**src/rtl/sw_slave_pkg.sv**
```systemverilog
package sw_slave_pkg;

  typedef enum logic [2:0] {
    ST_WAITRST,
    ST_IDLE,
    ST_SLOT,
    ST_TAIL,
    ST_SKIP,
    ST_RECOVER,
    ST_PDH,
    ST_PDL
  } sw_state_e;

  typedef struct packed {
    logic phaseClr;
    logic driveSet;
    logic driveClr;
    logic rxLd;
    logic rxVal;
  } dp_ctl_t;

endpackage

```
**src/rtl/sw_slave_dp.sv**
```systemverilog
module sw_slave_dp
  import sw_slave_pkg::*;
#(
  parameter int CNT_W = 12
) (
  input  logic             clk,
  input  logic             rst_n,
  input  logic             lineIn,
  input  dp_ctl_t          ctl,
  output logic             rose,
  output logic             fell,
  output logic [CNT_W-1:0] lowLen,
  output logic [CNT_W-1:0] phase,
  output logic             drive,
  output logic             rxBit
);

  localparam logic [CNT_W-1:0] CNT_MAX = '1;

  logic lineQ;

  assign rose = lineIn & ~lineQ;
  assign fell = ~lineIn & lineQ;

  always_ff @(posedge clk) begin
    if (!rst_n) begin
      lineQ <= 1'b1;
      lowLen <= '0;
    end else begin
      lineQ <= lineIn;
      if (lineIn) lowLen <= '0;
      else if (lowLen != CNT_MAX) lowLen <= lowLen + 1'b1;
    end
  end

  always_ff @(posedge clk) begin
    if (!rst_n) phase <= '0;
    else if (ctl.phaseClr) phase <= '0;
    else if (phase != CNT_MAX) phase <= phase + 1'b1;
  end

  always_ff @(posedge clk) begin
    if (!rst_n) begin
      drive <= 1'b0;
      rxBit <= 1'b0;
    end else begin
      if (ctl.driveSet) drive <= 1'b1;
      else if (ctl.driveClr) drive <= 1'b0;
      if (ctl.rxLd) rxBit <= ctl.rxVal;
    end
  end

endmodule

```
**src/rtl/sw_slave_ctl.sv**
```systemverilog
module sw_slave_ctl
  import sw_slave_pkg::*;
#(
  parameter int CNT_W       = 12,
  parameter int RST_C       = 1920,
  parameter int FRST_MIN_C  = 192,
  parameter int FRST_MAX_C  = 320,
  parameter int PDH_STD_C   = 120,
  parameter int PDL_STD_C   = 480,
  parameter int PDH_FAST_C  = 16,
  parameter int PDL_FAST_C  = 64,
  parameter int SMP_STD_C   = 120,
  parameter int SMP_FAST_C  = 12,
  parameter int SLOT_STD_C  = 480,
  parameter int SLOT_FAST_C = 64,
  parameter int REC_STD_C   = 20,
  parameter int REC_FAST_C  = 8
) (
  input  logic             clk,
  input  logic             rst_n,
  input  logic             lineIn,
  input  logic             rose,
  input  logic             fell,
  input  logic [CNT_W-1:0] lowLen,
  input  logic [CNT_W-1:0] phase,
  input  logic             txEn,
  input  logic             txBit,
  input  logic             setFast,
  output dp_ctl_t          ctl,
  output logic             fastMode,
  output logic             resetSeen,
  output logic             rxValid,
  output logic             bitReq
);

  localparam logic [CNT_W-1:0] RST_L   = CNT_W'(RST_C);
  localparam logic [CNT_W-1:0] FMIN_L  = CNT_W'(FRST_MIN_C);
  localparam logic [CNT_W-1:0] FMAX_L  = CNT_W'(FRST_MAX_C);

  sw_state_e state, nxtState;
  logic isRead, nxtRead, pendFast;
  logic stdRst, fastRst, takeRst;
  logic rxPulse, reqPulse, slotDone;
  logic [CNT_W-1:0] smpLim, slotLim, recLim, pdhLim, pdlLim;

  // speed-dependent limits, expressed as last phase value of each window
  always_comb begin
    smpLim  = fastMode ? CNT_W'(SMP_FAST_C - 1)  : CNT_W'(SMP_STD_C - 1);
    slotLim = fastMode ? CNT_W'(SLOT_FAST_C)     : CNT_W'(SLOT_STD_C);
    recLim  = fastMode ? CNT_W'(REC_FAST_C - 1)  : CNT_W'(REC_STD_C - 1);
    pdhLim  = fastMode ? CNT_W'(PDH_FAST_C - 1)  : CNT_W'(PDH_STD_C - 1);
    pdlLim  = fastMode ? CNT_W'(PDL_FAST_C - 1)  : CNT_W'(PDL_STD_C - 1);
  end

  assign stdRst  = rose && (lowLen >= RST_L);
  assign fastRst = rose && fastMode && (lowLen >= FMIN_L) && (lowLen <= FMAX_L);
  assign takeRst = (stdRst || fastRst) && (state != ST_PDH) && (state != ST_PDL);

  always_comb begin
    nxtState = state;
    nxtRead  = isRead;
    ctl      = '0;
    rxPulse  = 1'b0;
    reqPulse = 1'b0;
    slotDone = 1'b0;
    if (takeRst) begin
      nxtState     = ST_PDH;
      ctl.phaseClr = 1'b1;
      ctl.driveClr = 1'b1;
    end else begin
      unique case (state)
        ST_WAITRST: ;
        ST_IDLE: if (fell) begin
          ctl.phaseClr = 1'b1;
          nxtState     = ST_SLOT;
          nxtRead      = txEn;
          reqPulse     = txEn;
          ctl.driveSet = txEn && !txBit;
        end
        ST_SLOT: if (phase == smpLim) begin
          ctl.driveClr = 1'b1;
          if (lineIn) begin
            slotDone     = 1'b1;
            rxPulse      = !isRead;
            ctl.rxLd     = !isRead;
            ctl.rxVal    = 1'b1;
            ctl.phaseClr = 1'b1;
            nxtState     = ST_RECOVER;
          end else begin
            nxtState = ST_TAIL;
          end
        end
        ST_TAIL: if (rose) begin
          ctl.phaseClr = 1'b1;
          nxtState     = ST_RECOVER;
          if (lowLen <= slotLim) begin
            slotDone  = 1'b1;
            rxPulse   = !isRead;
            ctl.rxLd  = !isRead;
            ctl.rxVal = 1'b0;
          end
        end
        ST_SKIP: if (rose) begin
          ctl.phaseClr = 1'b1;
          nxtState     = ST_RECOVER;
        end
        ST_RECOVER: begin
          if (fell) nxtState = ST_SKIP;
          else if (phase >= recLim) nxtState = ST_IDLE;
        end
        ST_PDH: if (phase == pdhLim) begin
          ctl.driveSet = 1'b1;
          ctl.phaseClr = 1'b1;
          nxtState     = ST_PDL;
        end
        ST_PDL: if (phase == pdlLim) begin
          ctl.driveClr = 1'b1;
          ctl.phaseClr = 1'b1;
          nxtState     = ST_RECOVER;
        end
        default: nxtState = ST_WAITRST;
      endcase
    end
  end

  always_ff @(posedge clk) begin
    if (!rst_n) begin
      state     <= ST_WAITRST;
      isRead    <= 1'b0;
      resetSeen <= 1'b0;
      rxValid   <= 1'b0;
      bitReq    <= 1'b0;
    end else begin
      state     <= nxtState;
      isRead    <= nxtRead;
      resetSeen <= takeRst;
      rxValid   <= rxPulse;
      bitReq    <= reqPulse;
    end
  end

  // speed state: long reset clears, pending request lands at slot end
  always_ff @(posedge clk) begin
    if (!rst_n) begin
      fastMode <= 1'b0;
      pendFast <= 1'b0;
    end else if (takeRst && stdRst) begin
      fastMode <= 1'b0;
      pendFast <= 1'b0;
    end else begin
      if (slotDone && pendFast) fastMode <= 1'b1;
      if (setFast) pendFast <= 1'b1;
      else if (slotDone) pendFast <= 1'b0;
    end
  end

  p_quiet_before_reset_r1: assert property (@(posedge clk) disable iff (!rst_n)
    (state == ST_WAITRST && $past(state) == ST_WAITRST) |-> (!rxValid && !bitReq));

  p_rx_from_slot_r4: assert property (@(posedge clk) disable iff (!rst_n)
    rxValid |-> ($past(state) == ST_SLOT || $past(state) == ST_TAIL));

  p_presence_follows_reset_r3: assert property (@(posedge clk) disable iff (!rst_n)
    resetSeen |-> (state == ST_PDH));

  p_fast_at_slot_end_r9: assert property (@(posedge clk) disable iff (!rst_n)
    $rose(fastMode) |-> $past(slotDone));

  p_fast_reset_keeps_r8: assert property (@(posedge clk) disable iff (!rst_n)
    (resetSeen && $past(fastMode) && $past(lowLen) <= FMAX_L) |-> fastMode);

endmodule

```
**src/rtl/sw_slave_front.sv**
```systemverilog
module sw_slave_front
  import sw_slave_pkg::*;
#(
  parameter int US_CYC       = 4,
  parameter int RST_US       = 480,
  parameter int FRST_MIN_US  = 48,
  parameter int FRST_MAX_US  = 80,
  parameter int PDH_STD_US   = 30,
  parameter int PDL_STD_US   = 120,
  parameter int PDH_FAST_US  = 4,
  parameter int PDL_FAST_US  = 16,
  parameter int SMP_STD_US   = 30,
  parameter int SMP_FAST_US  = 3,
  parameter int SLOT_STD_US  = 120,
  parameter int SLOT_FAST_US = 16,
  parameter int REC_STD_US   = 5,
  parameter int REC_FAST_US  = 2
) (
  input  logic clk,
  input  logic rst_n,
  input  logic lineIn,
  input  logic txEn,
  input  logic txBit,
  input  logic setFast,
  output logic lineDriveLow,
  output logic fastMode,
  output logic resetSeen,
  output logic rxValid,
  output logic rxBit,
  output logic bitReq
);

  localparam int RST_C = RST_US * US_CYC;
  localparam int CNT_W = $clog2(RST_C + 2) + 1;

  dp_ctl_t ctl;
  logic rose, fell;
  logic [CNT_W-1:0] lowLen, phase;

  sw_slave_ctl #(
    .CNT_W(CNT_W), .RST_C(RST_C),
    .FRST_MIN_C(FRST_MIN_US * US_CYC), .FRST_MAX_C(FRST_MAX_US * US_CYC),
    .PDH_STD_C(PDH_STD_US * US_CYC), .PDL_STD_C(PDL_STD_US * US_CYC),
    .PDH_FAST_C(PDH_FAST_US * US_CYC), .PDL_FAST_C(PDL_FAST_US * US_CYC),
    .SMP_STD_C(SMP_STD_US * US_CYC), .SMP_FAST_C(SMP_FAST_US * US_CYC),
    .SLOT_STD_C(SLOT_STD_US * US_CYC), .SLOT_FAST_C(SLOT_FAST_US * US_CYC),
    .REC_STD_C(REC_STD_US * US_CYC), .REC_FAST_C(REC_FAST_US * US_CYC)
  ) u_ctl (
    .clk(clk), .rst_n(rst_n), .lineIn(lineIn), .rose(rose), .fell(fell),
    .lowLen(lowLen), .phase(phase), .txEn(txEn), .txBit(txBit),
    .setFast(setFast), .ctl(ctl), .fastMode(fastMode),
    .resetSeen(resetSeen), .rxValid(rxValid), .bitReq(bitReq)
  );

  sw_slave_dp #(.CNT_W(CNT_W)) u_dp (
    .clk(clk), .rst_n(rst_n), .lineIn(lineIn), .ctl(ctl),
    .rose(rose), .fell(fell), .lowLen(lowLen), .phase(phase),
    .drive(lineDriveLow), .rxBit(rxBit)
  );

  // drive only in presence-low or a read-0 slot
  p_drive_context_r11: assert property (@(posedge clk) disable iff (!rst_n)
    $rose(lineDriveLow) |-> ($past(u_ctl.state) == ST_PDH ||
                             ($past(u_ctl.state) == ST_IDLE && $past(txEn) && !$past(txBit))));

endmodule

```
**config.mk**
```make
export PLATFORM = sky130hd
export DESIGN_NAME = sw_slave_front
export DESIGN_NICKNAME = d
export VERILOG_FILES = /design/src/rtl/sw_slave_pkg.sv /design/src/rtl/sw_slave_dp.sv /design/src/rtl/sw_slave_ctl.sv /design/src/rtl/sw_slave_front.sv
export SDC_FILE = /design/constraint.sdc
export NUM_CORES = 1
export LEC_CHECK = 0
export ABC_AREA = 1
export BUFFER_PORTS_ARGS = -buffer_cell sky130_fd_sc_hd__buf_4
export CAP_MARGIN = 30
export CORE_MARGIN = 2
export CORE_UTILIZATION = 52
export DETAILED_ROUTE_END_ITERATION = 8
export PLACE_DENSITY_LB_ADDON = 0.15
export SLEW_MARGIN = 5
export SYNTH_ARGS = -nofsm -noshare
export SYNTH_HDL_FRONTEND = slang
export SYNTH_HIERARCHICAL = 1
export SYNTH_SLANG_ARGS = --single-unit
```
**constraint.sdc**
```tcl
create_clock -name clk -period 1.8 [get_ports clk]
set_clock_uncertainty 0.1 [all_clocks]
set_input_delay 0.54 -clock clk [delete_from_list [all_inputs] [get_ports clk]]
set_output_delay 0.54 -clock clk [all_outputs]
set_load 0.02 [all_outputs]
```
==> impl_metrics.ini, run 1 <==
[clock_tree]
h-tree-depth = 2
clockBufferDepth = 2
worst_setup_hold_path_clk_slew_ns = 0.07
cts.hold.buffers_added = 0
clock_root_buffer = sky130_fd_sc_hd__clkbuf_8
clock_sink_count = 36
tritoncts = yes
clock_insertion_delay_worst_skew_ns = 0.28
cts_inserted_buffers = 5

[power_and_ir_drop]
p_leak_uw = 0.001579
part_of_the_total_power_dissipated_in_sequential_elements_pct = 41.6
swShare_pct = 33.53
power.net_switching_uw = 714.2
intPower_uw = 1416
ir_worst_vdd_mv = 0.4468
clock_power_share_pct = 24.6
power-per-cell-area_nw_per_um2 = 617.7
pwr-share-comb_pct = 33.8

[floorplan]
initial_utilization_pct = 53.47
chip_width_um = 73.46
ioPinCount = 12
die_height_um = 73.46
core.rowCount = 25
design.core.area_sq_um = 4692
die_area_sq_um = 5396

[sta]
maxClockFrequency_ghz = 0.5046
fin_ws_ns = -0.1818
period_minus_slack_ns = 1.982
report.final.hold_viol_count = 0
rsz0062_at_grt = yes
worst_pin_slew_ns = 0.3679
fin_tns_setup_ns = -2.105
final_count_of_negative_setup_slack_endpoints = 19
report.final.slew_viol_count = 0
hold_slack_ns = 0.3676
part_of_the_cycle_the_worst_path_needs_pct = 110.1
timing.slew.headroom_pct = 75.21

[final_layout]
fraction_of_the_core_area_covered_by_cells_at_the_end_of_the_flow_pct = 73.49
design.final.nets = 493
nFillCells = 377
areaGrowthSynthToFinish_pct = 37.46
multiInputGateArea_sq_um = 1705
drive_gt1_share_pct = 32.57
register_area_sq_um = 724.4
final-instance-count-excl-fill = 533
ant_diodes = 0

[synth]
largest_cells_by_area_after_synthesis = sky130_fd_sc_hd__dfxtp_1 29%, sky130_fd_sc_hd__nand2_1 15%, sky130_fd_sc_hd__inv_1 9.0%, sky130_fd_sc_hd__nor2_1 7.9%, sky130_fd_sc_hd__nand3_1 7.2%
synth-async-reset-ratio_pct = 0
synth_edf_count = 0
syn-instance-count = 395
synth_top_cell_by_area = sky130_fd_sc_hd__dfxtp_1
ys_top_cells_by_count = 97 x sky130_fd_sc_hd__nand2_1, 60 x sky130_fd_sc_hd__inv_1, 53 x sky130_fd_sc_hd__nor2_1, 36 x sky130_fd_sc_hd__dfxtp_1, 36 x sky130_fd_sc_hd__nand3_1
postSynth.topFlopCell = sky130_fd_sc_hd__dfxtp_1
netlist-cell-type-count = 35
synthesis.nets = 408
synth_largest_type_area_fraction_pct = 28.73
post-synth-top-count-cell = sky130_fd_sc_hd__nand2_1
synth_warnings = 6
postSynthAreaPerCell_sq_um = 6.351
mappedNetlistArea_sq_um = 2509
yosys_register_bits = 36
synth-seq-area-share_pct = 28.73

[global_routing]
global_route.overflow_total = 0
grt_antenna_before_repair = 0
grt_first_pass_wirelength_mm = 10.86
grt_max_degree = 13
grt_pass1_vias = 2534
grt.total_usage_pct = 25.62

[placed_design]
buffers_on_ports = 11
half_perimeter_wire_length_after_placement_mm = 4.753
post-place-cells = 514
place_congestion = 0.9073

[detailed_routing]
post-route-drc-count = 0
routed_via_density = 5.236
antenna_violating_nets_post_route = 0
route.vias.total = 2791
wl_per_cell_um = 12.59
drt_wl_total_mm = 6.708
detail_route.first_pass.iterations = 4
drc_marker_count_from_the_first_detailed_route_iteration = 89

[setup_path]
cp.required_ns = 1.92
crit_arrival_ns = 2.10
critical_path_class = reg2reg
path_max_fanout = 5
critical_path.startpoint_type = register
critical_path.endpoint_type = register

[job]
cap_violations = 0

[status]
failed_checks = setup timing
status = finished, violations left

[worst_hold_path]
holdCritPathClass = in2reg
state kept, by name, summed over array words and instances, names as in the netlist:
register,flops
u_ctl/resetSeen,1
u_ctl/pendFast,1
u_ctl/bitReq,1
u_dp/phase,12
u_dp/lowLen,12
u_dp/rxBit,1
u_dp/drive,1
u_dp/lineQ,1
u_ctl/fastMode,1
u_ctl/isRead,1
u_ctl/state,3
u_ctl/rxValid,1
layout make-up:
cell class	count	share of cell area (%)
clock buffer	6	2.104
inverter	67	7.583
sequential	36	21.01
multi-input combinational	291	49.46
timing repair buffer	79	17.89
tap	54	1.959
cells in the final DEF (no fill, tap or decap), types with 3 or more instances in the layout:
master / n
sky130_fd_sc_hd__buf_4: 75
sky130_fd_sc_hd__nand3_2: 7
sky130_fd_sc_hd__nand2_2: 12
sky130_fd_sc_hd__nand3_4: 5
sky130_fd_sc_hd__nor3_2: 3
sky130_fd_sc_hd__a21oi_1: 11
sky130_fd_sc_hd__nor2_4: 7
sky130_fd_sc_hd__nand3_1: 29
sky130_fd_sc_hd__nand3b_1: 5
sky130_fd_sc_hd__ha_1: 3
sky130_fd_sc_hd__dfxtp_1: 35
sky130_fd_sc_hd__nor2_2: 9
sky130_fd_sc_hd__a21oi_2: 4
sky130_fd_sc_hd__a31oi_1: 4
sky130_fd_sc_hd__inv_2: 6
sky130_fd_sc_hd__o21ai_1: 7
sky130_fd_sc_hd__ha_4: 4
sky130_fd_sc_hd__buf_6: 3
sky130_fd_sc_hd__nor2_1: 49
sky130_fd_sc_hd__xnor2_1: 3
sky130_fd_sc_hd__nand2_1: 91
sky130_fd_sc_hd__nand4_1: 10
sky130_fd_sc_hd__inv_1: 57
sky130_fd_sc_hd__clkbuf_8: 5
sky130_fd_sc_hd__o21ai_0: 9
worst max-delay path: stages (launching register included):
cell and delay (ns):
sky130_fd_sc_hd__dfxtp_4 0.40, sky130_fd_sc_hd__buf_6 0.15, sky130_fd_sc_hd__ha_4 0.25, sky130_fd_sc_hd__inv_2 0.03, sky130_fd_sc_hd__nor2_1 0.09, sky130_fd_sc_hd__nand4_1 0.10, sky130_fd_sc_hd__o21ai_1 0.10, sky130_fd_sc_hd__nand2_1 0.08
sky130_fd_sc_hd__nand2_2 0.09, sky130_fd_sc_hd__nand2_2 0.07, sky130_fd_sc_hd__or2_4 0.25, sky130_fd_sc_hd__inv_4 0.06, sky130_fd_sc_hd__o21ai_2 0.05, sky130_fd_sc_hd__a21oi_2 0.09
power groups by stage:
stage	Clock, uW	Combinational [uW]	Sequential, uW
after detailed placement	0	661	902
final	524	721	885
after CTS	548	692	885
after global routing	578	798	892
after floorplan	0	397	915
after global placement	0	647	901
final timing paths:
kind                                       to                         from  cells after the start  slack, ns
hold / removal    u_ctl/pendFast$_SDFFE_PP0P_                      setFast                      3       0.37
setup / recovery      u_dp/rxBit$_SDFFE_PN0P_  u_ctl/fastMode$_SDFFE_PP0P_                     13      -0.18
hold reg to reg     u_ctl/isRead$_SDFFE_PN0P_    u_ctl/isRead$_SDFFE_PN0P_                      2       0.39
setup reg to reg      u_dp/rxBit$_SDFFE_PN0P_  u_ctl/fastMode$_SDFFE_PP0P_                     13      -0.18
logic make-up (layout without fill, tap and decap cells):
kind of cell | after synthesis | in the layout | share of synthesized area (%)
flops | 36 | 36 | 28.73
buf+inv | 68 | 152 | 10.47
compound gates | 40 | 40 | 8.479
fa+ha+maj | 7 | 7 | 3.491
xor+xnor | 4 | 4 | 1.397
simple gates | 240 | 240 | 47.43
what timing repair did:
item | 4_1_cts | 5_1_grt
endpoints found under the setup margin | 19 | 23
pin swaps | 10 | 15
buffers inserted | 11 | 3
resized for setup | 20 | 22
hold endpoints to repair | 0 | 0
through the flow:
step | total power [uW] | setup WS, ns | instance area (sq um)
detailed placement | 1563 | -0.1961 | 3124
CTS | 2125 | -0.1399 | 3346
global placement | 1548 | -0.1676 | 3124
global route | 2268 | -0.2821 | 3448
floorplan | 1312 | -0.02334 | 2560
finish | 2130 | -0.1818 | 3448
metal layers:
metal	track usage, %	wire length (um)	part of all wire, %
met5	0	0	0
met4	9.091	142	2.1
met3	4.664	277	4.1
met2	44.05	3310	49
met1	31.85	2977	44
Note: power is estimated with default switching activity, not from simulation.
==> run 2, diff against run 1 <==
REMOVE_ABC_BUFFERS = 1   (was not set)
==> run 2 against run 1 <==
- the run still ends with setup timing left
- sequential share of layout area grew 0.11 points
- worst hold slack worse by 0.0072 ns
- utilization rose by 0.13 points
- first-iteration DRC count up 63%
- combinational power fell by 4.0%
- die area stayed put
- critical path type unchanged
==> impl_metrics.ini, run 2 (synthesis results as in run 1) <==
[status]
status = finished, violations left
failed_checks = setup timing

[setup_path]
critical_path.endpoint_type = register
critical_path.startpoint_type = register
crit_arrival_ns = 2.13
worst_r2r_path_depth = 12
path_max_fanout = 5
regToRegStartpoint = u_ctl/fastMode$_SDFFE_PP0P_
critical_path_class = reg2reg
ff2ff_setup_slack_ns = -0.19
cp.required_ns = 1.93
critical_path.reg2reg.endpoint = u_dp/phase[10]$_SDFFE_PP0P_

[power_and_ir_drop]
p_leak_uw = 0.001587
power-per-cell-area_nw_per_um2 = 637.4
fin_total_pwr_uw = 2202
ir_worst_vdd_mv = 0.5074

[placed_design]
post-place-cells = 521
buffers_on_ports = 11
place_congestion = 0.8927
placed_cell_area_sq_um = 3113
half_perimeter_wire_length_after_placement_mm = 4.775

[sta]
report.final.slew_viol_count = 0
worst_pin_slew_ns = 0.4067
hold_slack_ns = 0.3604
maxClockFrequency_ghz = 0.5021
part_of_the_cycle_the_worst_path_needs_pct = 110.6
timing.slew.headroom_pct = 72.60
fin_ws_ns = -0.1916
fin_tns_setup_ns = -1.826
period_minus_slack_ns = 1.992
rsz0062_at_grt = yes
final_count_of_negative_setup_slack_endpoints = 19
report.final.hold_viol_count = 0

[detailed_routing]
drc_marker_count_from_the_first_detailed_route_iteration = 145
drt_wl_total_mm = 6.716
route.vias.total = 2781
antenna_violating_nets_post_route = 0
post-route-drc-count = 0
wl_per_cell_um = 12.53
detail_route.first_pass.iterations = 4
routed_via_density = 5.188

[clock_tree]
clock_sink_count = 36
clockBufferDepth = 2
clock_insertion_delay_worst_skew_ns = 0.29
tritoncts = yes
clock_root_buffer = sky130_fd_sc_hd__clkbuf_8
cts_inserted_buffers = 5
worst_setup_hold_path_clk_slew_ns = 0.07
h-tree-depth = 2

[final_layout]
design.final.nets = 495
drive_gt1_share_pct = 34.23
multiInputGateArea_sq_um = 1689
biggestRegsByFlops = u_dp/lowLen (12), u_dp/phase (12), u_ctl/state (3)
nFillCells = 378
most-common-layout-cells = 92 x sky130_fd_sc_hd__nand2_1, 79 x sky130_fd_sc_hd__buf_4, 56 x sky130_fd_sc_hd__inv_1
register_area_sq_um = 729.5
layout.cells.most_common = sky130_fd_sc_hd__nand2_1
ant_diodes = 0
final_cell_area_sq_um = 3455
areaGrowthSynthToFinish_pct = 37.71
final-instance-count-excl-fill = 536

[global_routing]
grt_pass1_vias = 2514
grt.total_usage_pct = 25.50
grt_max_degree = 13
grt_first_pass_wirelength_mm = 10.76
grt_antenna_before_repair = 0
global_route.overflow_total = 0

[floorplan]
die_height_um = 73.46
design.core.area_sq_um = 4692
ioPinCount = 12
initial_utilization_pct = 53.47
core.rowCount = 25
die_area_sq_um = 5396
chip_width_um = 73.46

[worst_hold_path]
worst_hold_path.endpoint = u_ctl/pendFast$_SDFFE_PP0P_
whs_path_depth = 3
min-delay-start = setFast
holdCritPathClass = in2reg

[job]
cap_violations = 0
==> run 2: cell count changes in the layout (fill, tap and decap cells not counted), sizes merged <==
cell / change
buf: +2
clkbuf: +1
==> run 2: metal layers <==
metal / wire (um) / global-route usage [%] / vias up
met2: 3238 / 42.86 / 64
li1: - / - / 1427
met5: 0 / 0 / -
met3: 238 / 4.390 / 22
met1: 3008 / 31.26 / 1268
met4: 230 / 12.53 / 0
==> run 2: layout make-up <==
class,instances,area share (%)
Tap cell,54,1.956
Timing Repair Buffer,81,17.82
Inverter,67,7.425
Clock buffer,7,2.789
Sequential cell,36,21.12
Multi-Input combinational cell,291,48.90
==> run 2: worst max path at each step <==
stage	start	end	slack (ns)	depth (start not counted)
floorplan	u_ctl/fastMode$_SDFFE_PP0P_	u_dp/phase[3]$_SDFFE_PP0P_	-0.41	10
global placement	lineIn	u_dp/phase[3]$_SDFFE_PP0P_	-0.43	12
detailed placement	lineIn	u_dp/phase[3]$_SDFFE_PP0P_	-0.51	12
CTS	u_ctl/fastMode$_SDFFE_PP0P_	u_dp/rxBit$_SDFFE_PN0P_	-0.13	14
global route	u_ctl/fastMode$_SDFFE_PP0P_	u_dp/phase[10]$_SDFFE_PP0P_	-0.27	12
finish	u_ctl/fastMode$_SDFFE_PP0P_	u_dp/phase[10]$_SDFFE_PP0P_	-0.19	12
==> run 2: metrics by stage <==
step	util, %	worst slack [ns]
5_1_grt	73.63	-0.2732
3_5_place_dp	66.35	-0.5134
2_1_floorplan	-	-0.4086
3_3_place_gp	66.35	-0.4277
6_report	73.63	-0.1916
4_1_cts	71.55	-0.1251
==> run 2: power by group <==
| group | switching (uW) | internal (uW) |
|---|---|---|
| Clock | 279 | 341 |
| Combinational | 396 | 295 |
| Sequential | 46.9 | 844 |
| Total | 722 | 1480 |
==> run 2: repair_timing <==
| item | in CTS | in global routing |
|---|---|---|
| hold buffers | 0 | 0 |
| resized for setup | 31 | 21 |
| gates cloned | 0 | 0 |
| endpoints found under the setup margin | 19 | 23 |
| pin swaps | 9 | 8 |
| setup buffers | 4 | 4 |
==> run 2: worst max-delay path: stages (launching register included) <==
cell and delay [ns]:
sky130_fd_sc_hd__dfxtp_4 0.39, sky130_fd_sc_hd__buf_6 0.14, sky130_fd_sc_hd__buf_4 0.14, sky130_fd_sc_hd__nand2_1 0.07, sky130_fd_sc_hd__nand2_2 0.09, sky130_fd_sc_hd__nor2_2 0.05
sky130_fd_sc_hd__nand3_1 0.13, sky130_fd_sc_hd__nand3_1 0.10, sky130_fd_sc_hd__nand3b_1 0.21, sky130_fd_sc_hd__nor2_4 0.23, sky130_fd_sc_hd__buf_6 0.15, sky130_fd_sc_hd__nand2_1 0.05
sky130_fd_sc_hd__nor2_1 0.07
